===== src/rtl/bcs_pkg.sv =====
`timescale 1ns/1ps
package bcs_pkg;
  // mode word layout: [6:4] latency code, [3] ordering, [2:0] length code
  localparam int MODE_W = 7;

  typedef enum logic [2:0] {
    LEN_1    = 3'b000,
    LEN_2    = 3'b001,
    LEN_4    = 3'b010,
    LEN_8    = 3'b011,
    LEN_PAGE = 3'b111
  } len_code_e;

  typedef enum logic [2:0] {
    LAT_2 = 3'b010,
    LAT_3 = 3'b011
  } lat_code_e;

  function automatic logic len_legal(input logic [2:0] c);
    return (c == LEN_1) || (c == LEN_2) || (c == LEN_4) ||
           (c == LEN_8) || (c == LEN_PAGE);
  endfunction

  function automatic logic lat_legal(input logic [2:0] c);
    return (c == LAT_2) || (c == LAT_3);
  endfunction
endpackage


===== src/rtl/bcs_mode_reg.sv =====
`timescale 1ns/1ps
module bcs_mode_reg
  import bcs_pkg::*;
#(
  parameter int COL_W = 8,
  parameter int CLW   = 2
) (
  input  logic              clk,
  input  logic              rst_n,
  input  logic              load,
  input  logic [MODE_W-1:0] word,
  output logic [COL_W-1:0]  last_idx,
  output logic              full_page,
  output logic              interleave,
  output logic [CLW-1:0]    lat,
  output logic              err
);
  logic [2:0] len_q;
  logic       ord_q;
  logic [2:0] lat_q;
  logic       err_q;

  always_ff @(posedge clk) begin
    if (!rst_n) begin
      len_q <= LEN_1;
      ord_q <= 1'b0;
      lat_q <= LAT_2;
      err_q <= 1'b0;
    end else if (load) begin
      len_q <= word[2:0];
      ord_q <= word[3];
      lat_q <= word[6:4];
      err_q <= !(len_legal(word[2:0]) && lat_legal(word[6:4]));
    end
  end

  always_comb begin
    full_page = (len_q == LEN_PAGE);
    unique case (len_q)
      LEN_2:   last_idx = COL_W'(1);
      LEN_4:   last_idx = COL_W'(3);
      LEN_8:   last_idx = COL_W'(7);
      default: last_idx = '0;
    endcase
    // XOR ordering has no meaning over a whole page: fall back to counting
    interleave = ord_q && !full_page;
    lat        = lat_q[0] ? CLW'(3) : CLW'(2);
    err        = err_q;
  end

  // error flag only moves on a load
  assert_err_held_R11: assert property (@(posedge clk) disable iff (!rst_n)
    !load |=> $stable(err));
endmodule


===== src/rtl/bcs_addr_gen.sv =====
`timescale 1ns/1ps
module bcs_addr_gen #(
  parameter int COL_W = 8,
  parameter int CLW   = 2
) (
  input  logic             clk,
  input  logic             rst_n,
  input  logic             start,
  input  logic [COL_W-1:0] start_col,
  input  logic             is_read,
  input  logic             terminate,
  input  logic             mode_ok,
  input  logic [COL_W-1:0] last_idx,
  input  logic             full_page,
  input  logic             interleave,
  input  logic [CLW-1:0]   lat,
  output logic [COL_W-1:0] col_addr,
  output logic             col_valid,
  output logic             done,
  output logic             rd_beat,
  output logic [CLW-1:0]   lat_q
);
  logic             busy_q, done_q, fp_q, ilv_q, rd_q;
  logic [COL_W-1:0] base_q, beat_q, last_q;
  logic             ending;
  logic [COL_W-1:0] seq_next;

  assign ending = busy_q && (terminate || (!fp_q && beat_q == last_q));

  always_ff @(posedge clk) begin
    if (!rst_n) begin
      busy_q <= 1'b0;
      done_q <= 1'b0;
      fp_q   <= 1'b0;
      ilv_q  <= 1'b0;
      rd_q   <= 1'b0;
      base_q <= '0;
      beat_q <= '0;
      last_q <= '0;
      lat_q  <= CLW'(2);
    end else begin
      done_q <= 1'b0;
      if (!busy_q) begin
        if (start && mode_ok) begin
          busy_q <= 1'b1;
          base_q <= start_col;
          beat_q <= '0;
          last_q <= last_idx;
          fp_q   <= full_page;
          ilv_q  <= interleave;
          rd_q   <= is_read;
          lat_q  <= lat;
        end
      end else if (ending) begin
        busy_q <= 1'b0;
        done_q <= 1'b1;
      end else begin
        beat_q <= beat_q + 1'b1;
      end
    end
  end

  always_comb begin
    col_addr  = ilv_q ? (base_q ^ beat_q) : (base_q + beat_q);
    col_valid = busy_q;
    done      = done_q;
    rd_beat   = busy_q && rd_q;
    seq_next  = col_addr + 1'b1;
  end

  assert_busy_start_ignored_R8: assert property (@(posedge clk) disable iff (!rst_n)
    (busy_q && start && !ending) |=> (busy_q && $stable(base_q)));
  assert_term_ends_R7: assert property (@(posedge clk) disable iff (!rst_n)
    (busy_q && terminate) |=> (!col_valid && done));
  assert_seq_step_R3: assert property (@(posedge clk) disable iff (!rst_n)
    (busy_q && !ilv_q && !ending) |=> (col_addr == $past(seq_next)));
  assert_ilv_upper_R4: assert property (@(posedge clk) disable iff (!rst_n)
    (busy_q && ilv_q && !ending) |=> (col_addr[COL_W-1:3] == $past(col_addr[COL_W-1:3])));
endmodule


===== src/rtl/bcs_rd_pipe.sv =====
`timescale 1ns/1ps
module bcs_rd_pipe #(
  parameter int MAX_CL = 3,
  parameter int CLW    = 2
) (
  input  logic           clk,
  input  logic           rst_n,
  input  logic           feed,
  input  logic [CLW-1:0] lat,
  output logic           rd_valid
);
  logic [MAX_CL-1:0] stage_q;

  generate
    for (genvar g = 0; g < MAX_CL; g++) begin : g_stage
      always_ff @(posedge clk) begin
        if (!rst_n) stage_q[g] <= 1'b0;
        else if (g == 0) stage_q[g] <= feed;
        else stage_q[g] <= stage_q[(g == 0) ? 0 : g-1];
      end
    end
  endgenerate

  always_comb begin
    rd_valid = 1'b0;
    for (int g = 0; g < MAX_CL; g++)
      if (lat == CLW'(g + 1)) rd_valid = stage_q[g];
  end

  // data-valid only follows a read beat issued two or three cycles earlier
  assert_rd_after_cmd_R9: assert property (@(posedge clk) disable iff (!rst_n)
    rd_valid |-> ($past(feed, 2) || $past(feed, 3)));
endmodule


===== src/rtl/burst_col_seq.sv =====
`timescale 1ns/1ps
module burst_col_seq
  import bcs_pkg::*;
#(
  parameter int COL_W  = 8,
  parameter int MAX_CL = 3
) (
  input  logic              clk,
  input  logic              rst_n,
  input  logic              mode_load,
  input  logic [MODE_W-1:0] mode_word,
  input  logic              start,
  input  logic [COL_W-1:0]  start_col,
  input  logic              is_read,
  input  logic              terminate,
  output logic [COL_W-1:0]  col_addr,
  output logic              col_valid,
  output logic              burst_done,
  output logic              rd_data_valid,
  output logic              mode_err
);
  localparam int CLW = $clog2(MAX_CL + 1);

  logic [COL_W-1:0] last_idx;
  logic             full_page, interleave, rd_beat;
  logic [CLW-1:0]   lat, lat_q;

  bcs_mode_reg #(.COL_W(COL_W), .CLW(CLW)) u_mode (
    .clk(clk), .rst_n(rst_n), .load(mode_load), .word(mode_word),
    .last_idx(last_idx), .full_page(full_page), .interleave(interleave),
    .lat(lat), .err(mode_err)
  );

  bcs_addr_gen #(.COL_W(COL_W), .CLW(CLW)) u_addr (
    .clk(clk), .rst_n(rst_n), .start(start), .start_col(start_col),
    .is_read(is_read), .terminate(terminate), .mode_ok(!mode_err),
    .last_idx(last_idx), .full_page(full_page), .interleave(interleave),
    .lat(lat), .col_addr(col_addr), .col_valid(col_valid),
    .done(burst_done), .rd_beat(rd_beat), .lat_q(lat_q)
  );

  bcs_rd_pipe #(.MAX_CL(MAX_CL), .CLW(CLW)) u_pipe (
    .clk(clk), .rst_n(rst_n), .feed(rd_beat), .lat(lat_q),
    .rd_valid(rd_data_valid)
  );

  assert_err_blocks_start_R11: assert property (@(posedge clk) disable iff (!rst_n)
    (mode_err && !col_valid && start) |=> !col_valid);
  assert_done_single_R6: assert property (@(posedge clk) disable iff (!rst_n)
    burst_done |=> !burst_done);
  assert_done_after_beat_R6: assert property (@(posedge clk) disable iff (!rst_n)
    burst_done |-> (!col_valid && $past(col_valid)));
endmodule


===== config.mk =====
export PLATFORM = sky130hd
export DESIGN_NAME = burst_col_seq
export DESIGN_NICKNAME = d
export VERILOG_FILES = /design/src/rtl/bcs_pkg.sv /design/src/rtl/bcs_mode_reg.sv /design/src/rtl/bcs_addr_gen.sv /design/src/rtl/bcs_rd_pipe.sv /design/src/rtl/burst_col_seq.sv
export SDC_FILE = /design/constraint.sdc
export NUM_CORES = 1
export LEC_CHECK = 0
export ABC_AREA = 0
export BUFFER_PORTS_ARGS = -buffer_cell sky130_fd_sc_hd__buf_2
export CELL_PAD_IN_SITES_DETAIL_PLACEMENT = 0
export CELL_PAD_IN_SITES_GLOBAL_PLACEMENT = 2
export CORE_MARGIN = 4
export CORE_UTILIZATION = 29
export DETAILED_ROUTE_END_ITERATION = 10
export PLACE_DENSITY = 0.86
export SLEW_MARGIN = 20
export SYNTH_ARGS = -nofsm -noshare
export SYNTH_HDL_FRONTEND = slang
export SYNTH_SLANG_ARGS = --single-unit

===== constraint.sdc =====
create_clock -name clk -period 2.15 [get_ports clk]
set_clock_uncertainty 0.2 [all_clocks]
set_input_delay 0.215 -clock clk [delete_from_list [all_inputs] [get_ports clk]]
set_output_delay 0.215 -clock clk [all_outputs]
set_load 0.01 [all_outputs]

== Yosys cells after proc, flatten, opt, wreduce, memory -nomap -nowiden ==
Cells that the tools add are included.
Word-level totals
  output and inout bits: 12
  input port bits: 21
  flip-flop bits (word level): 40
  logic and storage cells: 69
Operators by class
  bitwise gates (word level): 2
  reductions and logical operators: 21
  equality and inequality tests: 15
  add/sub/neg operators: 2
  mux-type cells: 13
Operators with widths (number)
  $mux 8: 4
  $eq 3x2->1 const B: 6
  $pmux 3 s3: 1
  $add 8x1->8 const B: 1
  $add 8x8->8: 1
  $eq 8x8->1: 1
  $mux 1: 8
  $xor 8x8->8: 1
  $eq 3x1->1 const B: 2
  $eq 3x3->1 const B: 2
  $logic_and 1x1->1: 6
  $logic_or 1x1->1: 6
  $reduce_and 2->1: 3
  $eq 2x2->1 const B: 2
  $logic_not 1->1: 4
  $logic_not 3->1: 1
  $eq 2x1->1 const B: 1
  $ne 2x2->1 const B: 1
  $reduce_bool 2->1: 1
  $not 1->1: 1

== Logic depth before layout (Yosys ltp) ==
  depth after elaboration: 7
  mapped depth: 8
  mapped depth without buffers: 8

== Hierarchy ==
From an unflattened synthesis, not the netlist that was laid out.
Second synthesis, totals
  cell total of the unflattened synthesis: 263
  area, all modules: 2163.3 µm²
Modules (own cells, without submodules)
  bcs_addr_gen: sequential area each 620.6 µm², cells each 217, area each 1727.9 µm², instances 1
  bcs_mode_reg: sequential area each 120.1 µm², cells each 36, area each 329.1 µm², instances 1
  bcs_rd_pipe: sequential area each 60.1 µm², cells each 9, area each 102.6 µm², instances 1
  burst_col_seq: sequential area each 0.0 µm², cells each 1, area each 3.8 µm², instances 1

== Least setup slack after synthesis ==
OpenSTA, ideal clock, no wires.
  path type: register to output
  start point: reg u_addr.beat_q[0]
  end point: out col_addr[6]
  data arrival time: 1.901 ns
  cell stages (with the launch flop): 9
  path buffers: 0
  path slack: -0.166 ns
  cells stage by stage: dfxtp_1 -> ha_1 -> inv_1 -> fa_1 -> nor2b_1 -> o21ai_0 -> a21boi_0 -> nor4b_1 -> or3b_2
On the way
  word-level cells in the longest chain between the ends: 2
Ends and longest elaborated chain
  start: declaration: line bcs_addr_gen.sv:24  | logic [COL_W-1:0] base_q, beat_q, last_q;
  start signal: assignment: line bcs_addr_gen.sv:58  | beat_q <= beat_q + 1'b1;
  $add 8x8->8: line bcs_addr_gen.sv:64  | col_addr = ilv_q ? (base_q ^ beat_q) : (base_q + beat_q);
  $mux 8: line bcs_addr_gen.sv:64
  end: declaration: line burst_col_seq.sv:16  | output logic [COL_W-1:0] col_addr,
No other way between the ends.

== Worst setup path in the final report ==
  start point: reg u_addr.beat_q[1]
  end point: out col_addr[6]
Same word-level chain as after synthesis.

==> reports/qor.yml <==
outcome: "finished with violations"
failed_checks: "negative setup slack"
drive_above_1_share_pct: 30.04
n_antenna_cell: 0
fin_area_um2: 2499
period_needed_ns: 2.478
cp.arrival_ns: 2.06
wl_met2_um: 2021
antenna_found_initial: 0
grt_pass1_wl_um: 7734
rsz0062_at_grt: "true"
p_leak_nw: 1.096
grt_pass1_vias: 1668
grt_usage_pct: 12.94
wl_met3_um: 204
cts.sinks: 34
hold_violations: 0
clock-root-buffer: "clkbuf_8"
synth-async-reset-ratio_pct: 0
hold_path.class: "in -> reg"
p_sw_w: 0.0003664
cts_tree: "built"
overflow: 0
synthFlopType: "dfxtp_1"
nNetsFinal: 303
wl_met1_um: 2190
instances_no_fill: 348
internal-power_w: 0.0009754
place.gp.congestion: 0.8103
avgViaCountPerCell: 4.741
dr.pass1.iters: 4
synth_cells: 210
dp.cells: 324
critPathCaptureType: "primary output"
post_drt_wl_per_cell_um: 12.82
io_pins: 33
clkSlewWorstSetupHoldPaths_ns: 0.07
drt_iter0_drc: 27
power_frac_seq_pct: 50.1
synth-seq-cells: 34
critPathRequiredTime_ns: 1.74
netlist.area_leader.share_pct: 37.54
dp_slack_ns: -0.1347
wirelength_um: 4461
port_buffers: 32
hpwlAfterDp_um: 3277
relSlewSlack_pct: 69.88
drv_cap: 0
mappedNetlistArea_um2: 1813
yosys_warnings: 0
critPathKind: "reg -> out"
layout_commonest_cell: "nand2_1"
slew_violations: 0
p_per_area_nw_per_um2: 537.0
core_um2: 5991
avgSynthCellArea_um2: 8.633
ys_top_cells_by_area: "dfxtp_1 (38%), nand2_1 (7.5%), a21boi_0 (6.2%), ha_1 (5.5%), mux2i_1 (3.9%)"
final_util_pct: 41.71
syn-num-nets: 240
fp-row-count: 28
synth.distinct_cells: 47
synth_top_cell_by_area: "dfxtp_1"
start_util_pct: 30.26
syn_to_final_growth_pct: 37.82
cts_made_buffers: 5
p_comb_share_pct: 14.7
die_h_um: 87.07
worst_slew_pin_slew_ns: 0.4507
cts_buffer_depth: 2
ir_drop_mv: 0.2659
vias: 1650
grt_max_degree: 28
ys_seq_area_share_pct: 37.54
htree_levels: 2
final_cell_mix: "nand2_1 (36), buf_2 (31), dfxtp_1 (29)"
crit_fanout: 3
synth_edf_count: 0
die_w_um: 87.07
die-area_um2: 7580
highest_layer: "met4"
ant_nets: 0
fmax_ghz: 0.4035
setup-violations-final: 4
swShare_pct: 27.30
dpl_cell_area_um2: 2153
drc: 0
start_kind: "flop"
worstSkewPairLatency_ns: 0.29
clkPwrFrac_pct: 35.1
min_period_over_period_pct: 115.3
setup_ws_ns: -0.3281
[critical path: stages, from the launching register on]
cell and delay [ns]:
dfxtp_2 0.37, inv_1 0.09, fa_2 0.40, nor2b_2 0.13, o21ai_2 0.07, a21boi_2 0.15
nor4b_2 0.06, or3b_4 0.37, buf_6 0.13
[cell usage after synthesis (2+ instances only)]
library cell,n
nand3_1,4
inv_1,7
xnor2_1,3
and3_1,3
ha_1,8
nor3_1,4
nor2b_1,10
mux2i_1,7
a21o_1,3
and3_2,2
o21ai_0,5
and2_1,2
nor3b_1,6
o21a_1,2
buf_1,2
clkbuf_1,6
xor2_1,7
o2bb2ai_1,2
nand4_1,2
dfxtp_1,34
nor2_1,9
a21oi_1,8
nand2_1,36
a21boi_0,15
[through the flow]
step                total power, W  hold slack (ns)  TNS (ns)
global placement         0.0008521           0.2160   -0.1332
floorplan                0.0007814           0.1502         0
finish                    0.001342          0.05733   -0.7001
detailed placement       0.0008545           0.2228   -0.1347
global route              0.001411          0.06825    -1.111
CTS                       0.001357          0.05285   -0.7616
[state kept, by name, indices dropped and copies added (netlist names)]
name,cells
u_addr.lat_q,1
u_mode.lat_q,1
u_addr.last_q,3
u_mode.len_q,3
u_addr.beat_q,8
u_mode.err,1
u_pipe.stage_q,3
u_mode.ord_q,1
u_addr.done,1
u_addr.base_q,8
u_addr.ilv_q,1
u_addr.fp_q,1
u_addr.col_valid,1
u_addr.rd_q,1
[cells by family (layout without fill, tap and decap cells)]
| group | Yosys count | count (layout) | synth area share, % |
|---|---|---|---|
| buffers and inverters | 16 | 79 | 3.520 |
| DFF | 34 | 34 | 37.54 |
| muxes | 8 | 8 | 4.486 |
| and+or+nand+nor | 88 | 88 | 25.12 |
| AOI/OAI and AO/OA | 45 | 45 | 17.88 |
| adders and majority gates | 9 | 9 | 6.626 |
| xor gates and xnor gates | 10 | 10 | 4.831 |
[power by group through the flow]
| stage | sequential [W] | clock, W | combinational, W |
|---|---|---|---|
| 2_1_floorplan | 0.000681 | 0 | 0.000100 |
| 3_3_place_gp | 0.000684 | 0 | 0.000168 |
| 3_5_place_dp | 0.000685 | 0 | 0.000169 |
| 4_1_cts | 0.000672 | 0.000489 | 0.000196 |
| 5_1_grt | 0.000675 | 0.000513 | 0.000222 |
| 6_report | 0.000673 | 0.000472 | 0.000197 |
[what timing repair did]
action                                 4_1_cts  5_1_grt
buffers inserted                             0        1
hold buffers                                16        0
endpoints found under the hold margin       15        0
pin swaps                                    7       10
setup endpoints to repair                    4        4
gates resized for setup                     15        9
[final cells by class]
type                    instances  area, um2
well taps                      75      93.84
multi-input cells             160       1154
repair buffers                 65      454.2
fillers                       593       3492
clock buffers                   5      68.82
clock inverters                 2      15.01
inverters                       7      26.28
flip-flops and latches         34      686.9
[final timing paths]
kind / from / endpoint / slack [ns] / depth (start not counted)
setup reg to reg: u_addr.beat_q[6]$_SDFFE_PN0P_ / u_addr.beat_q[2]$_SDFFE_PN0P_ / 0.13 / 6
hold reg to reg: u_pipe.stage_q[0]$_SDFF_PN0_ / u_pipe.stage_q[1]$_SDFF_PN0_ / 0.24 / 1
hold / removal: terminate / u_addr.done$_SDFF_PN0_ / 0.06 / 3
setup / recovery: u_addr.beat_q[1]$_SDFFE_PN0P_ / col_addr[6] / -0.33 / 8
[per-layer routing]
layer / track usage (%) / vias up
li1: - / 856
met3: 3.500 / 5
met5: 0 / -
met1: 16.79 / 759
met4: 3.399 / 0
met2: 21.12 / 30
Power figures use the tool's default switching activity.
